==> config.mk <==
export PLATFORM = sky130hd
export DESIGN_NAME = page_xlate
export DESIGN_NICKNAME = d
export VERILOG_FILES = /design/src/rtl/pgx_pkg.sv /design/src/rtl/pgx_table.sv /design/src/rtl/pgx_xlate.sv /design/src/rtl/page_xlate.sv
export SDC_FILE = /design/constraint.sdc
export NUM_CORES = 2
export LEC_CHECK = 0
export BUFFER_PORTS_ARGS = -buffer_cell sky130_fd_sc_hd__buf_2
export CORE_MARGIN = 3
export CORE_UTILIZATION = 69
export CTS_BUF_LIST = sky130_fd_sc_hd__clkbuf_8
export DETAILED_ROUTE_END_ITERATION = 10
export PLACE_DENSITY = 0.88
export SYNTH_ARGS = -nofsm -noshare
export SYNTH_HDL_FRONTEND = slang
export SYNTH_HIERARCHICAL = 1
export SYNTH_SLANG_ARGS = --single-unit
==> constraint.sdc <==
create_clock -name clk -period 6.7 [get_ports clk]
set_input_delay 1.005 -clock clk [delete_from_list [all_inputs] [get_ports clk]]
set_output_delay 1.005 -clock clk [all_outputs]
set_load 0.01 [all_outputs]
==> src/rtl/pgx_pkg.sv <==
package pgx_pkg;

    typedef enum logic [1:0] {
        PGX_T32   = 2'b00,
        PGX_T64   = 2'b01,
        PGX_TRSV0 = 2'b10,
        PGX_TRSV1 = 2'b11
    } pgx_type_e;

    typedef struct packed {
        logic [1:0]  typ;
        logic [63:0] base;
    } pgx_entry_t;

endpackage

==> src/rtl/pgx_table.sv <==
module pgx_table
    import pgx_pkg::*;
#(
    parameter int          NUM_PAGES = 16,
    parameter int          PAGE_BITS = 20,
    parameter bit          HARDWIRED = 1'b0,
    parameter logic [63:0] HW_BASE   = 64'h0000_0040_0000_0000,
    parameter logic [63:0] HW_STRIDE = 64'h0000_0000_0010_0000,
    parameter logic [1:0]  HW_TYPE   = 2'b01,
    localparam int         IDX_W     = $clog2(NUM_PAGES),
    localparam int         CFG_AW    = IDX_W + 1
) (
    input  logic              clk,
    input  logic              rst_n,
    input  logic              cfg_wr,
    input  logic              cfg_rd,
    input  logic [CFG_AW-1:0] cfg_addr,
    input  logic [31:0]       cfg_wdata,
    output logic [31:0]       cfg_rdata,
    output logic              cfg_rvalid,
    input  logic [IDX_W-1:0]  lk_idx,
    output pgx_entry_t        lk_entry
);

    localparam logic [63:0] OFF_MASK = (64'd1 << PAGE_BITS) - 64'd1;

    function automatic pgx_entry_t fixed_entry(input int e);
        pgx_entry_t r;
        r.base = (HW_BASE + HW_STRIDE * 64'(e)) & ~OFF_MASK;
        r.typ  = HW_TYPE;
        return r;
    endfunction

    logic [IDX_W-1:0] cfg_idx;
    pgx_entry_t       rd_entry;

    assign cfg_idx = cfg_addr[CFG_AW-1:1];

    // Read path, shared by both table variants
    typedef struct packed {
        logic [31:0] rdata;
        logic        rvalid;
    } rd_state_t;

    rd_state_t rd_d, rd_q;

    always_comb begin
        rd_d        = rd_q;
        rd_d.rvalid = cfg_rd;
        if (cfg_rd) begin
            if (cfg_addr[0]) begin
                rd_d.rdata = rd_entry.base[63:32];
            end else begin
                rd_d.rdata = rd_entry.base[31:0] | {30'd0, rd_entry.typ};
            end
        end
    end

    always_ff @(posedge clk) begin
        if (!rst_n) begin
            rd_q <= '0;
        end else begin
            rd_q <= rd_d;
        end
    end

    assign cfg_rdata  = rd_q.rdata;
    assign cfg_rvalid = rd_q.rvalid;

    generate
        if (HARDWIRED) begin : g_fixed
            logic unused_cfg_wr;
            assign unused_cfg_wr = ^{cfg_wr, cfg_wdata};

            always_comb begin
                lk_entry = fixed_entry(int'(lk_idx));
                rd_entry = fixed_entry(int'(cfg_idx));
            end
        end else begin : g_regs
            typedef struct packed {
                pgx_entry_t [NUM_PAGES-1:0] tbl;
                logic [31:0]                stage;
            } wr_state_t;

            wr_state_t wr_d, wr_q;

            always_comb begin
                wr_d = wr_q;
                if (cfg_wr) begin
                    if (!cfg_addr[0]) begin
                        wr_d.stage = cfg_wdata;
                    end else begin
                        wr_d.tbl[cfg_idx].base = {cfg_wdata,
                                                  wr_q.stage[31:PAGE_BITS],
                                                  {PAGE_BITS{1'b0}}};
                        wr_d.tbl[cfg_idx].typ  = wr_q.stage[1:0];
                    end
                end
            end

            always_ff @(posedge clk) begin
                if (!rst_n) begin
                    wr_q <= '0;
                end else begin
                    wr_q <= wr_d;
                end
            end

            always_comb begin
                lk_entry = wr_q.tbl[lk_idx];
                rd_entry = wr_q.tbl[cfg_idx];
            end
        end
    endgenerate

endmodule

==> src/rtl/pgx_xlate.sv <==
module pgx_xlate
    import pgx_pkg::*;
#(
    parameter int PAGE_BITS = 20,
    parameter int OUT_AW    = 64
) (
    input  logic                 clk,
    input  logic                 rst_n,
    input  logic                 in_valid,
    output logic                 in_ready,
    input  logic [PAGE_BITS-1:0] in_off,
    input  logic [63:PAGE_BITS]  up_base,
    input  logic [1:0]           typ,
    input  logic                 out_ready,
    output logic                 out_valid,
    output logic [OUT_AW-1:0]    out_addr,
    output logic                 out_is64,
    output logic                 out_err
);

    typedef struct packed {
        logic              valid;
        logic [OUT_AW-1:0] addr;
        logic              is64;
        logic              err;
    } xl_state_t;

    xl_state_t   xl_d, xl_q;
    logic [63:0] full;
    logic [63:0] narrow;

    assign full   = {up_base, in_off};
    assign narrow = {32'd0, full[31:0]};

    always_comb begin
        in_ready = !xl_q.valid || out_ready;
        xl_d     = xl_q;
        if (xl_q.valid && out_ready) begin
            xl_d.valid = 1'b0;
        end
        if (in_valid && in_ready) begin
            xl_d.valid = 1'b1;
            case (typ)
                PGX_T64: begin
                    xl_d.addr = full[OUT_AW-1:0];
                    xl_d.is64 = 1'b1;
                    xl_d.err  = 1'b0;
                end
                PGX_T32: begin
                    xl_d.addr = narrow[OUT_AW-1:0];
                    xl_d.is64 = 1'b0;
                    xl_d.err  = 1'b0;
                end
                default: begin
                    xl_d.addr = narrow[OUT_AW-1:0];
                    xl_d.is64 = 1'b0;
                    xl_d.err  = 1'b1;
                end
            endcase
        end
    end

    always_ff @(posedge clk) begin
        if (!rst_n) begin
            xl_q <= '0;
        end else begin
            xl_q <= xl_d;
        end
    end

    assign out_valid = xl_q.valid;
    assign out_addr  = xl_q.addr;
    assign out_is64  = xl_q.is64;
    assign out_err   = xl_q.err;

endmodule

==> src/rtl/page_xlate.sv <==
module page_xlate
    import pgx_pkg::*;
#(
    parameter int          NUM_PAGES = 16,
    parameter int          PAGE_BITS = 20,
    parameter int          OUT_AW    = 64,
    parameter bit          HARDWIRED = 1'b0,
    parameter logic [63:0] HW_BASE   = 64'h0000_0040_0000_0000,
    parameter logic [63:0] HW_STRIDE = 64'h0000_0000_0010_0000,
    parameter logic [1:0]  HW_TYPE   = 2'b01,
    localparam int         IDX_W     = $clog2(NUM_PAGES),
    localparam int         CFG_AW    = IDX_W + 1
) (
    input  logic              clk,
    input  logic              rst_n,
    input  logic              in_valid,
    output logic              in_ready,
    input  logic [31:0]       in_addr,
    output logic              out_valid,
    input  logic              out_ready,
    output logic [OUT_AW-1:0] out_addr,
    output logic              out_is64,
    output logic              out_err,
    input  logic              cfg_wr,
    input  logic              cfg_rd,
    input  logic [CFG_AW-1:0] cfg_addr,
    input  logic [31:0]       cfg_wdata,
    output logic [31:0]       cfg_rdata,
    output logic              cfg_rvalid
);

    localparam int SEL_LO = PAGE_BITS + IDX_W;

    logic [IDX_W-1:0] lk_idx;
    pgx_entry_t       lk_entry;

    assign lk_idx = in_addr[SEL_LO-1:PAGE_BITS];

    // Interconnect-owned bits above the page select are not used here
    generate
        if (SEL_LO < 32) begin : g_sel
            logic unused_sel;
            assign unused_sel = ^in_addr[31:SEL_LO];
        end
    endgenerate

    logic unused_base_lo;
    assign unused_base_lo = ^lk_entry.base[PAGE_BITS-1:0];

    pgx_table #(
        .NUM_PAGES (NUM_PAGES),
        .PAGE_BITS (PAGE_BITS),
        .HARDWIRED (HARDWIRED),
        .HW_BASE   (HW_BASE),
        .HW_STRIDE (HW_STRIDE),
        .HW_TYPE   (HW_TYPE)
    ) u_table (
        .clk        (clk),
        .rst_n      (rst_n),
        .cfg_wr     (cfg_wr),
        .cfg_rd     (cfg_rd),
        .cfg_addr   (cfg_addr),
        .cfg_wdata  (cfg_wdata),
        .cfg_rdata  (cfg_rdata),
        .cfg_rvalid (cfg_rvalid),
        .lk_idx     (lk_idx),
        .lk_entry   (lk_entry)
    );

    pgx_xlate #(
        .PAGE_BITS (PAGE_BITS),
        .OUT_AW    (OUT_AW)
    ) u_xlate (
        .clk       (clk),
        .rst_n     (rst_n),
        .in_valid  (in_valid),
        .in_ready  (in_ready),
        .in_off    (in_addr[PAGE_BITS-1:0]),
        .up_base   (lk_entry.base[63:PAGE_BITS]),
        .typ       (lk_entry.typ),
        .out_ready (out_ready),
        .out_valid (out_valid),
        .out_addr  (out_addr),
        .out_is64  (out_is64),
        .out_err   (out_err)
    );

endmodule

---- Word level (Yosys, flattened, before mapping) ----
Cells that the tools add are included.
word-level totals
  register bits ........................... 1188
  latch bits .............................. 0
  bits in writable memories ............... 0
  ROM bits ................................ 0
  bits of input ports ..................... 75
  output and inout bits ................... 101
  word-level logic and storage cells ...... 68
  memories kept ........................... 0
operators by class
  add/sub/neg operators ................... 0
  $mul .................................... 0
  divide/modulo/power cells ............... 0
  order comparisons ....................... 3
  eq/ne operators ......................... 1
  shifts and indexed selects .............. 0
  multiplexer cells ....................... 14
  bitwise gates (word level) .............. 2
  reductions and logical operators ........ 9
operator list
  operator                                                                number
  1056-bit bitwise mux                                                    2
  66-bit binary-select mux with 4-bit select                              2
  66-bit demux with 4-bit select                                          2
  66-bit two-way mux                                                      3
  66-bit one-hot mux with 2 select lines                                  1
  67-bit two-way mux                                                      1
  64-bit two-way mux                                                      1
  32-bit two-way mux                                                      1
  32-bit by 2-bit OR with 32-bit output                                   1
  4-bit by 5-bit < comparator with 1-bit output (second input constant)   2
  4-bit by 1-bit >= comparator with 1-bit output (second input constant)  1
  2-bit AND reduction                                                     2
  1-bit logical AND                                                       3
  2-bit by 1-bit == test with 1-bit output (second input constant)        1
  2-bit zero test                                                         1
  2-bit nonzero test                                                      1
  1-bit zero test                                                         1
  1-bit logical OR                                                        1
  1-bit two-way mux                                                       1
  1-bit inverter                                                          1

---- Depth between registers and ports, before layout ----
  word-level depth ........................ 6
  mapped depth ............................ 11
  mapped depth without buffers ............ 5

---- Modules after synthesis ----
Netlist, hierarchy kept.
modules (own cells, without submodules)
  module     times used  cells an instance  area an instance (µm²)  seq. area each (µm²)
  pgx_table  1           4244               40621.5                 15675.0
  pgx_xlate  1           300                2617.5                  1341.3

---- Worst setup path before layout ----
No wires, ideal clock.
  path type ............................... input to register
  start ................................... input in_addr[21]
  end ..................................... register u_xlate.xl_q (netlist bit u_xlate/out_addr[47])
  setup time .............................. 0.074 ns
  arrival ................................. 3.187 ns
  required time ........................... 6.626 ns
  path slack .............................. 3.438 ns
  cell stages on the path ................. 11
  path buffers ............................ 6
  cell sequence ........................... clkbuf_1 -> buf_6 -> buf_2 -> buf_2 -> mux4_2 -> mux4_2 -> and3b_1 -> clkbuf_1 -> buf_2 -> nand4_1 -> o21ai_0
RTL lines
  what                  line              source
  start, declared       page_xlate.sv:18  input logic [31:0] in_addr,
  end signal, assigned  pgx_xlate.sv:67   xl_q <= xl_d;
  end, declared         pgx_xlate.sv:28   xl_state_t xl_d, xl_q;

---- Worst setup path after layout ----
  start ................................... input cfg_addr[2]
  end ..................................... register u_table.rd_q (netlist bit u_table/cfg_rdata[1])
between the ends
  longest elaborated chain between the ends .. 4
RTL lines
  what                                          line              source
  start, declared                               page_xlate.sv:26  input logic [CFG_AW-1:0] cfg_addr,
  66-bit binary-select mux with 4-bit select *  pgx_table.sv:111  rd_entry = wr_q.tbl[cfg_idx];
  66-bit two-way mux (not written as such) *    pgx_table.sv:111
  32-bit by 2-bit OR with 32-bit output         pgx_table.sv:54   rd_d.rdata = rd_entry.base[31:0] | {30'd0, rd_entry.typ};
  32-bit two-way mux *                          pgx_table.sv:51   if (cfg_addr[0]) begin
  end signal, assigned                          pgx_table.sv:63   rd_q <= rd_d;
  end, declared                                 pgx_table.sv:45   rd_state_t rd_d, rd_q;
Every way passes the cells marked *; elsewhere a longest branch is shown, timed or not. The select of a mux whose other input is x is not followed.
A chain may end at the register's enable or synchronous reset.

==> results.md <==
* Status: completed
* Slew at the pin closest to its max-slew limit at 1.42 ns
* Critical Path RT at 7.35 ns
* Final WS setup at 3.05 ns
* Layout Skew at 0.0293 ns
* Worst slack, placed at 2.44 ns
* CP max FO at 77
* Worst path arrival time at 4.29 ns
* Period utilization at 0.544
* Synth Warn # at 6
* RSZ-0062 raised after global routing: false
* Initial antenna violation count at 18
* Inst Count DP at 5106
* CTS tree: built
* Non-filler cells, final at 5358
* DIE WIDTH at 256 um
* Skew-Pair Late Insertion Delay at 0.82 ns
* Clock Sinks at 850
* MaxCap Viol Count at 0
* Core box area at 0.0610 mm^2
* Area growth syn-to-layout at 6.93%
* Site Rows at 90
* Via count at 37277
* H-Tree Depth at 4
* Netlist Area Pre-Place at 0.0431 mm^2
* Routed Antenna Nets at 0
* Final #Nets at 4493
* Setup CP Type: input port to flop
* CTS Hold Bufs at 0
* GR Util All Layers at 0.417
* Post-DR wirelength/cell at 26.2 um
* Post-route cell area at 0.0461 mm^2
* Setup Viol. Count Final at 0
* Dpl hpwl at 76200 um
* Starting DRT DRC Count at 5916
* DRC Markers at 0
* Leakage at 15.7 nW
* Clock transition at the registers of the reported paths at 0.06 ns
* Initial core utilization at 0.706
* Final wirelength at 140000 um
* Slew HR at 0.0470
* Slew Limit Fails at 0
* P per Cell Area at 226 mW/mm^2
* Max Fclk at 274 MHz
* Largest net degree at the start of global routing at 247
* Synth Net Count at 4598
* Port bufs at 167
* Gpl congestion at 0.864
* Clk buf depth at 3
* Final hold violation count at 0
* VDD IR max at 0.137 mV
* CTS Buf Count at 138
* I/O pins at 176
* Avg Inst Size Synth at 9.53 um^2
* Mapped Cells at 4523
* Vias in the first global route at 36610
* Die Height at 256 um
* Setup TNS at 0 ns
* Min-Delay Path Class: input port to flop
* Pre-antenna DRT Iters at 7
* GRT Residual Overflow at 0
* Post_cts resized at 0
* Final worst path period need at 3.65 ns
* Crit path capture type: flop
* Worst setup SP type: input port
* Setup Fix Bufs, Post-CTS at 0
* DP Area at 0.0433 mm^2
* First-pass GRT wire length at 210000 um
* Die area at 0.0655 mm^2
* DR vias/cell at 6.96
* Root buffer cell: clkbuf_8
* Share of layout cells above drive strength 1 at 0.186
[path summary, 6_finish.rpt]
check | cells after the start | slack (ns) | endpoint | start
worst max-delay path | 6 | 3.05 | u_table/cfg_rdata[1] | cfg_addr[2]
worst min-delay path | 3 | 0.43 | u_xlate/out_addr[6] | in_addr[6]
worst max register to register | 5 | 3.96 | u_xlate/out_addr[50] | u_table/g_regs.wr_q[955]
worst min register to register | 1 | 0.45 | u_table/cfg_rdata[6] | u_table/cfg_rdata[6]
[metrics by stage]
stage	util	hold slack [ns]	power, W
after floorplan	-	0.442	0.00580
after global routing	0.755	0.421	0.0107
after global placement	0.710	0.428	0.00598
after detailed placement	0.710	0.436	0.00599
final	0.755	0.426	0.0104
after CTS	0.754	0.389	0.0104
[power breakdown]
part | switching (W) | internal [W]
Clock | 0.00211 | 0.00239
Sequential | 0.0000471 | 0.00510
Combinational | 0.000490 | 0.000272
[cells in the final DEF (no fill, tap or decap), drive strengths merged, types with 4 or more instances in the layout]
master,count
a211oi,28
a21boi,751
a21o,18
a22o,14
a22oi,14
a41oi,14
and2,5
buf,228
clkbuf,170
clkinv,8
clkinvlp,4
dfxtp,850
diode,13
inv,55
mux2i,166
mux4,372
nand2,1644
nand2b,5
nand4,34
nor2,14
nor2b,7
nor3,4
o21ai,48
o221ai,14
o22ai,18
or2,14
[layer usage]
layer,GRT usage,vias up,routed length [um]
met4,0.283,4,11300
met2,0.629,3230,60500
li1,-,15536,-
met3,0.144,908,22600
met5,0,-,27
met1,0.507,17599,45800
[cell type report]
cell class,instances,area [um^2]
flip-flops and latches,850,17000
repair buffers,228,1390
fillers,3844,15000
well taps,828,1040
inverters,1,3.75
clock inverters,69,373
multi-input cells,3199,23900
clock buffers,170,2340
diodes,13,32.5
[sequential cells by signal, summed over array words and instances, names as in the netlist]
name                 count
u_xlate/out_err          1
u_xlate/out_valid        1
u_table/cfg_rvalid       1
u_table/cfg_rdata       32
u_xlate/out_is64         1
u_xlate/out_addr        64
u_table/g_regs.wr_q    750
[critical path, cell delays in order]
cell and delay (ns):
buf_8 0.60, buf_4 0.85, and2_0 1.07, nand2_1 0.14, a41oi_1 0.39, a211oi_1 0.13
(Power assumes the default switching activity.)
